$ cat config.mk
export PLATFORM = sky130hd
export DESIGN_NAME = sb_gpio_irq
export DESIGN_NICKNAME = d
export VERILOG_FILES = /design/src/rtl/sbg_pkg.sv /design/src/rtl/sbg_sync.sv /design/src/rtl/sbg_regs.sv /design/src/rtl/sbg_irq_map.sv /design/src/rtl/sb_gpio_irq.sv
export SDC_FILE = /design/constraint.sdc
export NUM_CORES = 1
export LEC_CHECK = 0
export ABC_AREA = 1
export BUFFER_PORTS_ARGS = -buffer_cell sky130_fd_sc_hd__buf_2
export CAP_MARGIN = 20
export CORE_MARGIN = 2
export CORE_UTILIZATION = 47
export DETAILED_ROUTE_END_ITERATION = 8
export GPL_ROUTABILITY_DRIVEN = 1
export HOLD_SLACK_MARGIN = 0.08
export PLACE_DENSITY_LB_ADDON = 0.2
export RECOVER_POWER = 50
export SLEW_MARGIN = 30
export SYNTH_ARGS = -nofsm -noshare
export SYNTH_HDL_FRONTEND = slang
export SYNTH_SLANG_ARGS = --single-unit
export TNS_END_PERCENT = 100
$ cat constraint.sdc
create_clock -name clk_i -period 0.8 [get_ports clk_i]
set_input_delay 0.16 -clock clk_i [delete_from_list [all_inputs] [get_ports clk_i]]
set_output_delay 0.16 -clock clk_i [all_outputs]
set_load 0.03 [all_outputs]
$ cat src/rtl/sbg_pkg.sv
package sbg_pkg;
  localparam int DW = 32;
  localparam int AW = 12;

  localparam logic [AW-1:0] OFS_POL = 12'h290;
  localparam logic [AW-1:0] OFS_SEL = 12'h294;
  localparam logic [AW-1:0] OFS_OE  = 12'h29C;
  localparam logic [AW-1:0] OFS_OUT = 12'h2A0;
  localparam logic [AW-1:0] OFS_IN  = 12'h2A4;

  typedef enum logic [2:0] {
    RS_NONE, RS_POL, RS_SEL, RS_OE, RS_OUT, RS_IN
  } reg_sel_e;

  function automatic reg_sel_e decode_addr(logic [AW-1:0] a);
    case (a)
      OFS_POL: return RS_POL;
      OFS_SEL: return RS_SEL;
      OFS_OE:  return RS_OE;
      OFS_OUT: return RS_OUT;
      OFS_IN:  return RS_IN;
      default: return RS_NONE;
    endcase
  endfunction

  function automatic logic [DW-1:0] low_mask(int n);
    logic [DW-1:0] m;
    m = '0;
    for (int i = 0; i < DW; i++) if (i < n) m[i] = 1'b1;
    return m;
  endfunction

  // one enable bit per window pin, at bit 2*pin
  function automatic logic [DW-1:0] sel_mask(int base, int n);
    logic [DW-1:0] m;
    m = '0;
    for (int i = 0; i < DW / 2; i++) if (i >= base && i < base + n) m[2*i] = 1'b1;
    return m;
  endfunction
endpackage

$ cat src/rtl/sbg_sync.sv
module sbg_sync #(
  parameter int W = 8
) (
  input  logic         clk_i,
  input  logic         rst_ni,
  input  logic [W-1:0] d_i,
  output logic [W-1:0] q_o
);
  logic [W-1:0] meta_q, sync_q;

  always_ff @(posedge clk_i or negedge rst_ni) begin
    if (!rst_ni) begin
      meta_q <= '0;
      sync_q <= '0;
    end else begin
      meta_q <= d_i;
      sync_q <= meta_q;
    end
  end

  assign q_o = sync_q;

  a_r3_two_stage: assert property (@(posedge clk_i) disable iff (!rst_ni)
    1'b1 |=> sync_q == $past(meta_q));
endmodule

$ cat src/rtl/sbg_regs.sv
module sbg_regs
  import sbg_pkg::*;
#(
  parameter int NUM_PINS = 22,
  parameter int IRQ_BASE = 8,
  parameter int NUM_IRQ  = 6
) (
  input  logic                clk_i,
  input  logic                rst_ni,
  input  logic                req_i,
  input  logic                we_i,
  input  logic [AW-1:0]       addr_i,
  input  logic [DW-1:0]       wdata_i,
  input  logic [NUM_PINS-1:0] din_i,
  output logic [DW-1:0]       rdata_o,
  output logic [NUM_PINS-1:0] oe_o,
  output logic [NUM_PINS-1:0] dout_o,
  output logic [NUM_IRQ-1:0]  pol_o,
  output logic [NUM_IRQ-1:0]  sel_o
);
  localparam logic [DW-1:0] PIN_MASK = low_mask(NUM_PINS);
  localparam logic [DW-1:0] POL_MASK = low_mask(NUM_IRQ);
  localparam logic [DW-1:0] SEL_MASK = sel_mask(IRQ_BASE, NUM_IRQ);

  logic [DW-1:0] oe_q, out_q, pol_q, sel_q, rdata_q, rd_mux, din_w;
  reg_sel_e      rs;
  logic          wr, rd;

  assign rs    = decode_addr(addr_i);
  assign wr    = req_i & we_i;
  assign rd    = req_i & ~we_i;
  assign din_w = DW'(din_i);

  always_ff @(posedge clk_i or negedge rst_ni) begin
    if (!rst_ni) begin
      oe_q  <= '0;
      out_q <= '0;
      pol_q <= '0;
      sel_q <= '0;
    end else if (wr) begin
      case (rs)
        RS_OE:   oe_q  <= wdata_i & PIN_MASK;
        RS_OUT:  out_q <= wdata_i & PIN_MASK;
        RS_POL:  pol_q <= wdata_i & POL_MASK;
        RS_SEL:  sel_q <= wdata_i & SEL_MASK;
        default: ;
      endcase
    end
  end

  always_comb begin
    case (rs)
      RS_OE:   rd_mux = oe_q;
      RS_OUT:  rd_mux = out_q;
      RS_POL:  rd_mux = pol_q;
      RS_SEL:  rd_mux = sel_q;
      RS_IN:   rd_mux = din_w;
      default: rd_mux = '0;
    endcase
  end

  always_ff @(posedge clk_i or negedge rst_ni) begin
    if (!rst_ni)  rdata_q <= '0;
    else if (rd)  rdata_q <= rd_mux;
  end

  assign rdata_o = rdata_q;
  assign oe_o    = oe_q[NUM_PINS-1:0];
  assign dout_o  = out_q[NUM_PINS-1:0];
  assign pol_o   = pol_q[NUM_IRQ-1:0];

  for (genvar k = 0; k < NUM_IRQ; k++) begin : g_sel
    assign sel_o[k] = sel_q[2*(IRQ_BASE+k)];
  end

  a_r2_oe_write: assert property (@(posedge clk_i) disable iff (!rst_ni)
    (wr && rs == RS_OE) |=> oe_q == ($past(wdata_i) & PIN_MASK));
  a_r7_unmapped_write: assert property (@(posedge clk_i) disable iff (!rst_ni)
    (wr && (rs == RS_NONE || rs == RS_IN)) |=>
      ($stable(oe_q) && $stable(out_q) && $stable(pol_q) && $stable(sel_q)));
  a_r7_unmapped_read: assert property (@(posedge clk_i) disable iff (!rst_ni)
    (rd && rs == RS_NONE) |=> rdata_o == '0);
  a_r9_hold: assert property (@(posedge clk_i) disable iff (!rst_ni)
    !rd |=> $stable(rdata_o));
endmodule

$ cat src/rtl/sbg_irq_map.sv
module sbg_irq_map #(
  parameter int NUM_IRQ = 6
) (
  input  logic               clk_i,
  input  logic               rst_ni,
  input  logic [NUM_IRQ-1:0] lvl_i,
  input  logic [NUM_IRQ-1:0] pol_i,
  input  logic [NUM_IRQ-1:0] sel_i,
  output logic [NUM_IRQ-1:0] irq_o
);
  logic [NUM_IRQ-1:0] irq_q;

  for (genvar k = 0; k < NUM_IRQ; k++) begin : g_line
    // polarity 1: active high; 0: active low
    always_ff @(posedge clk_i or negedge rst_ni) begin
      if (!rst_ni) irq_q[k] <= 1'b0;
      else         irq_q[k] <= sel_i[k] & (lvl_i[k] ~^ pol_i[k]);
    end

    a_r6_gated: assert property (@(posedge clk_i) disable iff (!rst_ni)
      !sel_i[k] |=> !irq_o[k]);
    a_r5_active: assert property (@(posedge clk_i) disable iff (!rst_ni)
      (sel_i[k] && lvl_i[k] == pol_i[k]) |=> irq_o[k]);
    a_r5_idle: assert property (@(posedge clk_i) disable iff (!rst_ni)
      (lvl_i[k] != pol_i[k]) |=> !irq_o[k]);
  end

  assign irq_o = irq_q;
endmodule

$ cat src/rtl/sb_gpio_irq.sv
module sb_gpio_irq
  import sbg_pkg::*;
#(
  parameter int NUM_PINS = 22,
  parameter int IRQ_BASE = 8,
  parameter int NUM_IRQ  = 6
) (
  input  logic                clk_i,
  input  logic                rst_ni,
  input  logic                req_i,
  input  logic                we_i,
  input  logic [11:0]         addr_i,
  input  logic [31:0]         wdata_i,
  output logic [31:0]         rdata_o,
  input  logic [NUM_PINS-1:0] pad_i,
  output logic [NUM_PINS-1:0] pad_oe_o,
  output logic [NUM_PINS-1:0] pad_out_o,
  output logic [NUM_IRQ-1:0]  irq_o
);
  logic [NUM_PINS-1:0] din_s, oe, dout;
  logic [NUM_IRQ-1:0]  pol, sel;

  sbg_sync #(.W(NUM_PINS)) u_sync (
    .clk_i  (clk_i),
    .rst_ni (rst_ni),
    .d_i    (pad_i),
    .q_o    (din_s)
  );

  sbg_regs #(.NUM_PINS(NUM_PINS), .IRQ_BASE(IRQ_BASE), .NUM_IRQ(NUM_IRQ)) u_regs (
    .clk_i   (clk_i),
    .rst_ni  (rst_ni),
    .req_i   (req_i),
    .we_i    (we_i),
    .addr_i  (addr_i),
    .wdata_i (wdata_i),
    .din_i   (din_s),
    .rdata_o (rdata_o),
    .oe_o    (oe),
    .dout_o  (dout),
    .pol_o   (pol),
    .sel_o   (sel)
  );

  sbg_irq_map #(.NUM_IRQ(NUM_IRQ)) u_irq (
    .clk_i  (clk_i),
    .rst_ni (rst_ni),
    .lvl_i  (din_s[IRQ_BASE +: NUM_IRQ]),
    .pol_i  (pol),
    .sel_i  (sel),
    .irq_o  (irq_o)
  );

  assign pad_oe_o  = oe;
  assign pad_out_o = dout & oe;

  a_r2_no_drive_when_off: assert property (@(posedge clk_i) disable iff (!rst_ni)
    (pad_out_o & ~pad_oe_o) == '0);
endmodule

**Yosys cells after proc, flatten, opt, wreduce, memory -nomap -nowiden**

Index checks and enable logic that the tools add are counted.

- Output and inout port bits: 82
- Bits in registers: 138
- Input port bits: 70
- Logic and storage cells: 45

- Multiplexer cells: 2
- Reduce and logical (&&, ||, !) cells: 4
- Bitwise logic cells: 16
- Eq/ne operators: 10

Operators by type and width:

| kind | count |
|---|---|
| 27-bit case mux with 5 select lines | 1 |
| 12-bit by 10-bit == test with 1-bit output (second input constant) | 5 |
| 22-bit bitwise AND | 1 |
| 3-bit case mux with 5 select lines | 1 |
| 1-bit bitwise AND | 8 |
| 2-bit AND reduction | 4 |
| 3-bit by 2-bit == test with 1-bit output (second input constant) | 2 |
| 3-bit == test (second input constant) | 2 |
| 1-bit XNOR | 6 |
| 3-bit by 1-bit == test with 1-bit output (second input constant) | 1 |
| 1-bit NOT | 1 |

**Depth between registers and ports, before layout**

- Word-level depth: 4
- Gate-level depth with buffers: 9
- Depth with buffers taken out: 8

**By module**

Synthesis repeated with hierarchy kept, for this count alone.

- Cells, all modules: 585
- Area total of the unflattened synthesis: 5291.3 um^2

Modules (own cells, without submodules):

| module | seq. area each (um^2) | area an instance (um^2) | cells an instance | times used |
|---|---|---|---|---|
| sbg_regs | 2026.9 | 3762.4 | 461 | 1 |
| sbg_sync | 1101.1 | 1101.1 | 44 | 1 |
| sbg_irq_map | 150.1 | 262.8 | 36 | 1 |
| sb_gpio_irq | 0.0 | 165.2 | 44 | 1 |

**Least setup slack after synthesis**

OpenSTA, ideal clock, no wires.

- Path type: input-to-reg
- Start point: in addr_i[9]
- End point: reg u_regs.out_q[10]
- Setup slack: -389 ps
- Library setup time: 118 ps
- Buffers on the path: 1
- Data required time: 682 ps
- Stages on the path: 8
- Arrival time: 1070 ps
- Cell sequence: inv_1 -> nor2_2 -> nand2_4 -> nor3_4 -> nand2_4 -> buf_6 -> nand2_1 -> o21ai_2

- Longest elaborated chain between the ends: 4
- Elaborated cells on any way between the ends: 8
- Classes of those cells: eq/ne: 6; mux: 1; reduce/logical: 1

RTL lines:

| element | RTL line | source |
|---|---|---|
| from (decl) | sb_gpio_irq.sv:12 | `input logic [11:0] addr_i,` |
| 12-bit by 10-bit == test with 1-bit output | sbg_pkg.sv:16 | `case (a)` |
| 3-bit case mux with 5 select lines (*) | sbg_pkg.sv:16 |  |
| 3-bit == test (*) | sbg_regs.sv:41 | `case (rs)` |
| 2-bit AND reduction (no line) (*) | -- |  |
| to (signal assigned) | sbg_regs.sv:43 | `RS_OUT: out_q <= wdata_i & PIN_MASK;` |
| to (decl) | sbg_regs.sv:25 | `logic [DW-1:0] oe_q, out_q, pol_q, sel_q, rdata_q, rd_mux, din_w;` |

Mark *: on every way between the ends. The rest lies on a longest branch, timed or not.
A chain may end at the register's enable or synchronous reset.

**Worst setup path in the final report**

- Start point: reg u_regs.out_q[9]
- End point: out pad_out_o[9]

- Longest elaborated chain between the ends: 1

RTL lines:

| element | RTL line | source |
|---|---|---|
| 22-bit bitwise AND | sb_gpio_irq.sv:55 | `assign pad_out_o = dout & oe;` |
| to (decl) | sb_gpio_irq.sv:17 | `output logic [NUM_PINS-1:0] pad_out_o,` |

Every way passes these cells.

==> flow_summary.toml <==
[final_layout]
nets = 1011
diodes = 0
instances_no_fill = 1097
drive_above_1_share_pct = 68.9
finalInstanceArea_um2 = 10800
num-fill-cells = 306
multi_input_area_um2 = 2750
regArea_um2 = 3320
area.growth.synth_to_final_pct = 94.8
final_core_utilization_pct = 94.0

[power_and_ir_drop]
internal_power_mw = 11.8
swShare_pct = 24.3
clkPwrFrac_pct = 49.0
seq_power_share_pct = 43.8
p_leak_nw = 5.57
p_comb_share_pct = 7.2
max-vdd-ir-drop_uv = 2290
power.total_mw = 15.6
power_density_nw_per_um2 = 1450
p_sw_mw = 3.79

[yosys]
synth_most_common_cell = "nand2_1"
yosysTopAreaCellShare_pct = 59.2
synthTopCellsByArea = "dfrtp_1, nand2_1, o21ai_2"
syn_avg_cell_area_um2 = 9.67
synthArstFlopShare_pct = 100
synth_warnings = 0
syn_area_um2 = 5530
ys_seq_area_share_pct = 59.2
ys_ff_latch = 131
synth_cell_type_count = 22
synth_cells = 572
synth_top_cell_by_area = "dfrtp_1"
synthTopCellsByCount = "nand2_1, dfrtp_1, inv_1, nand3_1, o21ai_2"
synth-edff-count = 0
synth-main-ff-cell = "dfrtp_1"

[routing]
vias_per_cell = 5.94
antenna_left = 0
vias = 6513
routed_wl_um = 27600
wl_per_cell_um = 25.2
drc = 0
drt_iter0_drc = 712
drt_pre_antenna_iters = 5

[sta]
hold_viol = 0
rsz0062_at_grt = "yes"
setup_viol = 277
worst_clock_skew_ns = 0.0153
min_period_ns = 1.36
fin_crit_sh_pct = 170
whs_ns = 0.277
maxSlewViolCount = 0
finalWorstSetupSlack_ns = -0.556
max_freq_ghz = 0.737
slew_headroom_pct = 57.9
worst_pin_slew_ns = 0.632

[floorplan]
initial_core_util_pct = 48.2
dieWidth_um = 113
die_h_um = 113
core_area_um2 = 11500
die_area_um2 = 12700
rows = 39
ios = 152

[clock_network]
cts_tree = "built"
cts.clk_slew.worst_paths_ns = 0.06
cts_sinks = 131
clock_path_buffers = 2
numCtsBuffers = 17
clk_latency_ns = 0.44
cts-htree-levels = 4
cts.root.buffer_cell = "clkbuf_16"

[place]
placed_area_um2 = 6930
placement.io_buffers = 137
dp_hpwl_um = 9680
numPlacedInstances = 894
gp_congestion = 0.897

[global_route]
grt_pass1_vias = 6106
grt_max_degree = 45
grt_pass1_wl_um = 32200
antenna_found_initial = 0
grt-ovfl-total = 0
grt_usage_pct = 33.1

[worst_setup_path]
setup.worst_path.start = "u_regs.out_q[9]$_DFFE_PN0P_"
worstPathRequired_ns = 0.64
reg2regPathDepth = 7
critPathKind = "reg -> out"
start_kind = "flop"
crit_fanout = 3
worstReg2RegStart = "u_regs.oe_q[16]$_DFFE_PN0P_"
end_kind = "output port"
critPathArrivalTime_ns = 1.20

[worst_hold_path]
hold_class = "in -> reg"
hold_start = "we_i"
hold_depth = 5

[status]
status = "finished, violations left"
violations = "setup timing"

[run]
maxCapViolCount = 0
[cell families after synthesis]
group                  Yosys count  share of synthesized area (%)
other                            1                         0.0678
flip-flops                     131                           59.2
AND/OR/NAND/NOR                277                           23.0
AO/OA/AOI/OAI                   71                           9.41
buffers and inverters           92                           8.28
[worst paths after layout]
check | endpoint | slack, ns
worst max-delay path | pad_out_o[9] | -0.56
worst min-delay path | u_regs.rdata_o[11]$_DFFE_PN0P_ | 0.28
worst max register to register | u_regs.rdata_o[16]$_DFFE_PN0P_ | -0.51
worst min register to register | u_sync.q_o[19]$_DFF_PN0_ | 0.35
max in group asynchronous | u_regs.oe_q[19]$_DFFE_PN0P_ | -0.18
min in group asynchronous | u_regs.oe_q[5]$_DFFE_PN0P_ | 0.29
[registers in the layout, summed over array words and instances, names as in the netlist]
| register | cells |
|---|---|
| u_irq.irq_o | 6 |
| u_sync.q_o | 22 |
| u_regs.pol_q | 6 |
| u_regs.rdata_o | 25 |
| u_sync.meta_q | 22 |
| u_regs.out_q | 22 |
| u_regs.sel_q | 6 |
| u_regs.oe_q | 22 |
[critical path: stages, from the launching register on]
cell     delay [ns]
dfrtp_1        0.45
nand2_2        0.11
inv_2          0.07
buf_6          0.13
[placed cells by master (no fill, tap or decap), types with 2 or more instances in the layout]
| cell type | Yosys | routed |
|---|---|---|
| nand2_2 | 18 | 68 |
| buf_16 | 0 | 10 |
| clkbuf_8 | 0 | 4 |
| clkinv_2 | 0 | 6 |
| nand4_1 | 9 | 9 |
| clkbuf_1 | 6 | 8 |
| nand2_8 | 0 | 2 |
| inv_2 | 1 | 29 |
| nand3_1 | 54 | 17 |
| nand3_2 | 0 | 33 |
| nor3_4 | 3 | 3 |
| nand2_4 | 3 | 54 |
| nand3_4 | 0 | 4 |
| a21oi_2 | 0 | 5 |
| dlygate4sd3_1 | 0 | 48 |
| buf_8 | 0 | 6 |
| o21ai_2 | 44 | 59 |
| buf_4 | 9 | 114 |
| clkbuf_16 | 0 | 20 |
| inv_1 | 62 | 31 |
| conb_1 | 1 | 7 |
| dfrtp_1 | 131 | 100 |
| nand2_1 | 175 | 72 |
| o21ai_1 | 12 | 4 |
| buf_2 | 3 | 51 |
| buf_12 | 0 | 16 |
| nor2_2 | 6 | 2 |
| o21ai_4 | 0 | 2 |
| buf_6 | 10 | 119 |
| dfrtp_2 | 0 | 31 |
| nor2_4 | 3 | 13 |
[per-layer routing]
metal | part of all wire [%] | routed length [um] | track usage, %
met2 | 49 | 13600 | 59.2
met5 | 0 | 0 | 0
met4 | 7.3 | 2030 | 13.6
met3 | 9.2 | 2550 | 7.78
met1 | 34 | 9430 | 38.2
[power groups by stage]
stage | logic, mW | registers, mW | clock network [mW]
3_3_place_gp | 0.661 | 6.92 | 0
2_1_floorplan | 0.259 | 6.90 | 0
3_5_place_dp | 0.676 | 6.92 | 0
4_1_cts | 0.966 | 6.81 | 7.28
6_report | 1.12 | 6.84 | 7.65
5_1_grt | 1.17 | 6.84 | 7.85
[area by class of cell]
cell class	instances	share of cell area, %
Tap cell	143	1.66
Clock buffer	26	4.63
Inverter	64	2.45
Timing Repair Buffer	371	34.4
Multi-Input combinational cell	356	25.5
Clock inverter	6	0.511
Sequential cell	131	30.8
[what timing repair did]
action                                  4_1_cts  5_1_grt
endpoints found under the hold margin       207        0
gates resized for setup                     330      160
buffers inserted                             58       62
endpoints found under the setup margin      158      162
pin swaps                                    70       49
cloned                                       15        4
hold buffers                                 48        0
[stage by stage]
stage | setup slack, ns | TNS (ns)
after floorplan | -0.378 | -27.21
after global placement | -0.566 | -41.81
after detailed placement | -0.575 | -43.23
after CTS | -0.461 | -48.86
after global routing | -0.551 | -87.01
final | -0.556 | -71.45
No activity file was read; power rests on OpenSTA's default activity.
